==> config.mk <==
export PLATFORM = sky130hd
export DESIGN_NAME = bfly_rank
export DESIGN_NICKNAME = d
export VERILOG_FILES = /design/src/rtl/bfly_pkg.sv /design/src/rtl/bfly_cmul.sv /design/src/rtl/bfly_scale_round.sv /design/src/rtl/bfly_frame_ovf.sv /design/src/rtl/bfly_rank.sv
export SDC_FILE = /design/constraint.sdc
export NUM_CORES = 2
export LEC_CHECK = 0
export BUFFER_PORTS_ARGS = -buffer_cell sky130_fd_sc_hd__buf_2
export CELL_PAD_IN_SITES_DETAIL_PLACEMENT = 0
export CELL_PAD_IN_SITES_GLOBAL_PLACEMENT = 1
export CORE_ASPECT_RATIO = 1.75
export CORE_MARGIN = 3
export CORE_UTILIZATION = 46
export CTS_CLUSTER_DIAMETER = 200
export DETAILED_ROUTE_END_ITERATION = 7
export PLACE_DENSITY_LB_ADDON = 0.3
export SETUP_SLACK_MARGIN = 0.2
export SYNTH_ARGS = -nofsm -noshare
export SYNTH_HDL_FRONTEND = slang
export SYNTH_HIERARCHICAL = 1
export SYNTH_SLANG_ARGS = --single-unit
==> constraint.sdc <==
create_clock -name clk -period 10.7 [get_ports clk]
set_input_delay 0.535 -clock clk [delete_from_list [all_inputs] [get_ports clk]]
set_output_delay 0.535 -clock clk [all_outputs]
set_load 0.01 [all_outputs]
==> src/rtl/bfly_pkg.sv <==
package bfly_pkg;

    typedef enum logic {
        RND_TRUNC = 1'b0,
        RND_CONV  = 1'b1
    } round_mode_e;

    localparam int SCALE_W = 2;

    typedef logic [SCALE_W-1:0] scale_t;

    typedef struct packed {
        logic sof;
        logic eof;
    } mark_t;

endpackage

==> src/rtl/bfly_cmul.sv <==
module bfly_cmul #(
    parameter int DW = 16,
    parameter int TW = 16,
    localparam int PW = DW + TW
) (
    input  logic signed [DW-1:0] b_re,
    input  logic signed [DW-1:0] b_im,
    input  logic signed [TW-1:0] w_re,
    input  logic signed [TW-1:0] w_im,
    output logic signed [PW:0]   p_re,
    output logic signed [PW:0]   p_im
);
    logic signed [PW-1:0] m_rr, m_ii, m_ri, m_ir;

    always_comb begin
        m_rr = PW'(b_re) * PW'(w_re);
        m_ii = PW'(b_im) * PW'(w_im);
        m_ri = PW'(b_re) * PW'(w_im);
        m_ir = PW'(b_im) * PW'(w_re);
        p_re = (PW+1)'(m_rr) - (PW+1)'(m_ii);
        p_im = (PW+1)'(m_ri) + (PW+1)'(m_ir);
    end
endmodule

==> src/rtl/bfly_scale_round.sv <==
module bfly_scale_round #(
    parameter int DW = 16,
    parameter int TW = 16,
    parameter bfly_pkg::round_mode_e RND = bfly_pkg::RND_TRUNC,
    localparam int AW = DW + TW + 2
) (
    input  logic signed [AW-1:0]  val,
    input  bfly_pkg::scale_t      shift,
    output logic signed [DW-1:0]  res,
    output logic                  ovf
);
    int unsigned          k;
    logic signed [AW-1:0] quo;
    logic signed [AW-1:0] rnd;

    always_comb begin
        k   = (TW - 1) + int'(shift);
        quo = val >>> k;
    end

    generate
        if (RND == bfly_pkg::RND_CONV) begin : g_conv
            logic [AW-1:0] mask, half, rem;
            logic          up;
            always_comb begin
                mask = (AW'(1) << k) - AW'(1);
                half = AW'(1) << (k - 1);
                rem  = val & mask;
                up   = (rem > half) || ((rem == half) && quo[0]);
                rnd  = quo + AW'(up);
            end
        end else begin : g_trunc
            always_comb rnd = quo;
        end
    endgenerate

    always_comb begin
        res = rnd[DW-1:0];
        ovf = !((&rnd[AW-1:DW-1]) || !(|rnd[AW-1:DW-1]));
    end
endmodule

==> src/rtl/bfly_frame_ovf.sv <==
module bfly_frame_ovf (
    input  logic clk,
    input  logic rst,
    input  logic load,
    input  logic sof,
    input  logic eof,
    input  logic pt_ovf,
    output logic flag
);
    logic sticky_q;
    logic sticky_d;

    always_comb begin
        sticky_d = sof ? pt_ovf : (sticky_q | pt_ovf);
        flag     = eof & sticky_d;
    end

    always_ff @(posedge clk) begin
        if (rst)
            sticky_q <= 1'b0;
        else if (load)
            sticky_q <= sticky_d;
    end
endmodule

==> src/rtl/bfly_rank.sv <==
module bfly_rank #(
    parameter int DW = 16,
    parameter int TW = 16,
    parameter bfly_pkg::round_mode_e RND = bfly_pkg::RND_TRUNC
) (
    input  logic                 clk,
    input  logic                 rst,
    input  logic                 in_valid,
    output logic                 in_ready,
    input  logic                 in_sof,
    input  logic                 in_eof,
    input  logic [1:0]           cfg_scale,
    input  logic signed [DW-1:0] in_a_re,
    input  logic signed [DW-1:0] in_a_im,
    input  logic signed [DW-1:0] in_b_re,
    input  logic signed [DW-1:0] in_b_im,
    input  logic signed [TW-1:0] in_w_re,
    input  logic signed [TW-1:0] in_w_im,
    output logic                 out_valid,
    input  logic                 out_ready,
    output logic                 out_sof,
    output logic                 out_eof,
    output logic signed [DW-1:0] out_x_re,
    output logic signed [DW-1:0] out_x_im,
    output logic signed [DW-1:0] out_y_re,
    output logic signed [DW-1:0] out_y_im,
    output logic                 out_ovf
);
    import bfly_pkg::*;

    localparam int PW    = DW + TW;
    localparam int AW    = DW + TW + 2;
    localparam int NCOMP = 4;

    logic                 take;
    scale_t               scale_q;
    scale_t               scale_eff;
    logic signed [PW:0]   p_re, p_im;
    logic signed [AW-1:0] a_re_al, a_im_al;
    logic signed [AW-1:0] full [NCOMP];
    logic signed [DW-1:0] rnd  [NCOMP];
    logic [NCOMP-1:0]     comp_ovf;
    logic                 frame_flag;
    mark_t                mark_in;

    always_comb begin
        in_ready  = !out_valid || out_ready;
        take      = in_valid && in_ready;
        scale_eff = in_sof ? scale_t'(cfg_scale) : scale_q;
        mark_in   = '{sof: in_sof, eof: in_eof};
    end

    always_ff @(posedge clk) begin
        if (rst)
            scale_q <= '0;
        else if (take && in_sof)
            scale_q <= scale_t'(cfg_scale);
    end

    bfly_cmul #(.DW(DW), .TW(TW)) u_cmul (
        .b_re (in_b_re),
        .b_im (in_b_im),
        .w_re (in_w_re),
        .w_im (in_w_im),
        .p_re (p_re),
        .p_im (p_im)
    );

    always_comb begin
        a_re_al = AW'(in_a_re) <<< (TW - 1);
        a_im_al = AW'(in_a_im) <<< (TW - 1);
        full[0] = a_re_al + AW'(p_re);
        full[1] = a_im_al + AW'(p_im);
        full[2] = a_re_al - AW'(p_re);
        full[3] = a_im_al - AW'(p_im);
    end

    generate
        for (genvar gi = 0; gi < NCOMP; gi++) begin : g_round
            bfly_scale_round #(.DW(DW), .TW(TW), .RND(RND)) u_rnd (
                .val   (full[gi]),
                .shift (scale_eff),
                .res   (rnd[gi]),
                .ovf   (comp_ovf[gi])
            );
        end
    endgenerate

    bfly_frame_ovf u_fovf (
        .clk    (clk),
        .rst    (rst),
        .load   (take),
        .sof    (mark_in.sof),
        .eof    (mark_in.eof),
        .pt_ovf (|comp_ovf),
        .flag   (frame_flag)
    );

    always_ff @(posedge clk) begin
        if (rst) begin
            out_valid <= 1'b0;
            out_sof   <= 1'b0;
            out_eof   <= 1'b0;
            out_x_re  <= '0;
            out_x_im  <= '0;
            out_y_re  <= '0;
            out_y_im  <= '0;
            out_ovf   <= 1'b0;
        end else if (in_ready) begin
            out_valid <= in_valid;
            if (in_valid) begin
                out_sof  <= mark_in.sof;
                out_eof  <= mark_in.eof;
                out_x_re <= rnd[0];
                out_x_im <= rnd[1];
                out_y_re <= rnd[2];
                out_y_im <= rnd[3];
                out_ovf  <= frame_flag;
            end
        end
    end
endmodule

==> metrics.md <==
| Metric | Value |
|---|---|
| Total CTS buffers | 9 |
| Clk root buf | clkbuf_16 |
| Post-cts hold buffer count | 0 |
| Reg area | roughly 1400 um2 |
| Outcome | complete, no violations |
| Synthesized area | 50200 um2 |
| Reg-to-reg endpoint | out_ovf |
| Reg2reg setup slack | 6.12 ns |
| Final HPWL DP | 142000 um |
| RSZ-0062 raised after global routing | true |
| Tcrit/Tclk final | 99.6% |
| Fill cells | 10100 |
| Tot GR Track Use | 28.9% |
| Remaining Overflow, GRT | 0 |
| CP startpoint | in_b_im[12] |
| Avg Cell Area, Syn | 8.80 um2 |
| Final setup skew | 0.00382 ns |
| # nets final | 8161 |
| IO buf count | 172 |
| Leading cell type in the layout, fill and taps excluded | inv_1 |
| Clock Latency Late Sink | 0.34 ns |
| CTS sink cnt | 71 |
| Core footprint | 108000 um2 |
| P&R area growth vs syn | 21.9% |
| Max Slew Vio Count | 0 |
| DRT Pass-1 Iters | 5 |
| CP Data Required Time | 10.90 ns |
| Post-Syn Instances | roughly 5700 |
| HP Class | in -> reg |
| Maximum buffer depth of the clock tree | 2 |
| Iteration-0 DRC Markers | approximately 1700 |
| First-pass GRT wire length | 251000 um |
| Die Wd | 256 um |
| Tmin final | 10.65 ns |
| Multi-input gate area | 43800 um2 |
| Dpl cell area | between 50000 and 60000 um2 |
| Yosys Warn Count | 6 |
| Max-cap viol count | 0 |
| Row cnt | 159 |
| DIE HEIGHT | 443 um |
| Die area | 113000 um2 |
| Max_slew headroom | approximately a quarter |
| WS Path Type | in -> reg |
| Initial antenna violation count | 4 |
| Max Clock Freq | 93.9 MHz |
| Largest stage delay, worst path | approximately 0.6 ns |
| Slowest CP cell | fa_1 |
| Global placer's final weighted congestion | approximately 0.96 |
| CP most frequent cell | fa_1 |
| WL/cell | 20.3 um |
| Crit start category | input pin |
| Vias in the first global route | between 40000 and 50000 |
| Worst r2r src | scale_q[0] |
| Largest net degree at the start of global routing | 72 |
| WL final | 161000 um |
| CP endpoint kind | flop |
| Crit path capture | out_ovf |
| Most frequent cells in the layout | inv_1, fa_1, buf_4 |
| Worst-Margin Slew | 1.13 ns |
| DRC | 0 |
| Syn nets | 7371 |
| Clock Pin Slew Worst Setup and Hold Paths | about 0.060 ns |
| CTS tree | yes |
| Share of post-route cells with drive strength above 1 | 22.0% |
| Initial Util | 46.5% |
| Core Util, Final | 56.7% |
| Via/cell ratio | 5.14 |
| Worst Path Arrival | 10.85 ns |
| Total number of vias | 40800 |
| Hold_sp | in_valid |
| IO Pins | 173 |
| H-tree Lvls | 3 |
| Setup Viol. Count Final | 0 |
| Worst-case reg-to-reg path depth | 13 |
| Crit path max fanout | 10 |
| Hold Vio Cnt, Final | 0 |
| Routed Antenna Nets | 0 |
| Final instance area | 61100 um2 |
## registers in the layout, indices dropped and copies added (netlist names)
register         flops
out_y_re            16
out_eof              1
u_fovf/sticky_q      1
out_y_im            16
out_x_re            16
out_valid            1
scale_q              2
out_ovf              1
out_sof              1
out_x_im            16
## through the flow
stage | TNS [ns] | setup WS [ns] | hold slack (ns) | instances
3_3_place_gp | -1.15 | -0.664 | 0.440 | 7860
5_1_grt | -0.571 | -0.319 | 0.440 | 7948
2_1_floorplan | 0 | 0.204 | 0.434 | 5704
4_1_cts | 0 | 0.0356 | 0.427 | 7928
6_report | 0 | 0.0461 | 0.443 | 7950
3_5_place_dp | -1.40 | -0.772 | 0.444 | 7860
## metal layers
layer	global-route usage, %	vias up	share of wire (%)
met2	54.6	1027	54
met5	0	-	0
met1	30.0	20800	34
li1	-	18500	-
met4	21.3	0	9.3
met3	2.03	485	3.0
## timing repair
item	in CTS	in global routing
buffers inserted	51	19
pin swaps	125	144
gates cloned	1	1
endpoints found under the setup margin	2	2
gates resized for setup	184	176
## layout make-up
cell class | count | share of cell area [%]
flip-flops and latches | 71 | 2.32
inverters | 1381 | 8.48
clock buffers | 10 | 0.391
well taps | 1449 | 2.97
clock inverters | 6 | 0.151
repair buffers | 1057 | 14.1
diodes | 2 | 0.00819
multi-input cells | 3974 | 71.6
## worst min path at each step
stage	end	cells after the start	slack [ns]
6_report	out_valid	3	0.44
2_1_floorplan	scale_q[0]	2	0.43
3_5_place_dp	out_y_im[10]	2	0.44
5_1_grt	out_valid	3	0.44
4_1_cts	out_valid	3	0.43
3_3_place_gp	out_sof	2	0.44
## worst max-delay path, delay by kind of cell
| family | cells | cell delay (ns) |
|---|---|---|
| AOI/OAI and AO/OA | 12 | 2.25 |
| xor gates and xnor gates | 2 | 0.30 |
| adders and majority gates | 10 | 4.64 |
| buffers and inverters | 10 | 1.15 |
| muxes | 1 | 0.53 |
| and+or+nand+nor | 6 | 1.44 |
Power is left out: the tool's default activity adds up to more than one toggle a clock period on the data nets, which glitch-free logic cannot reach.
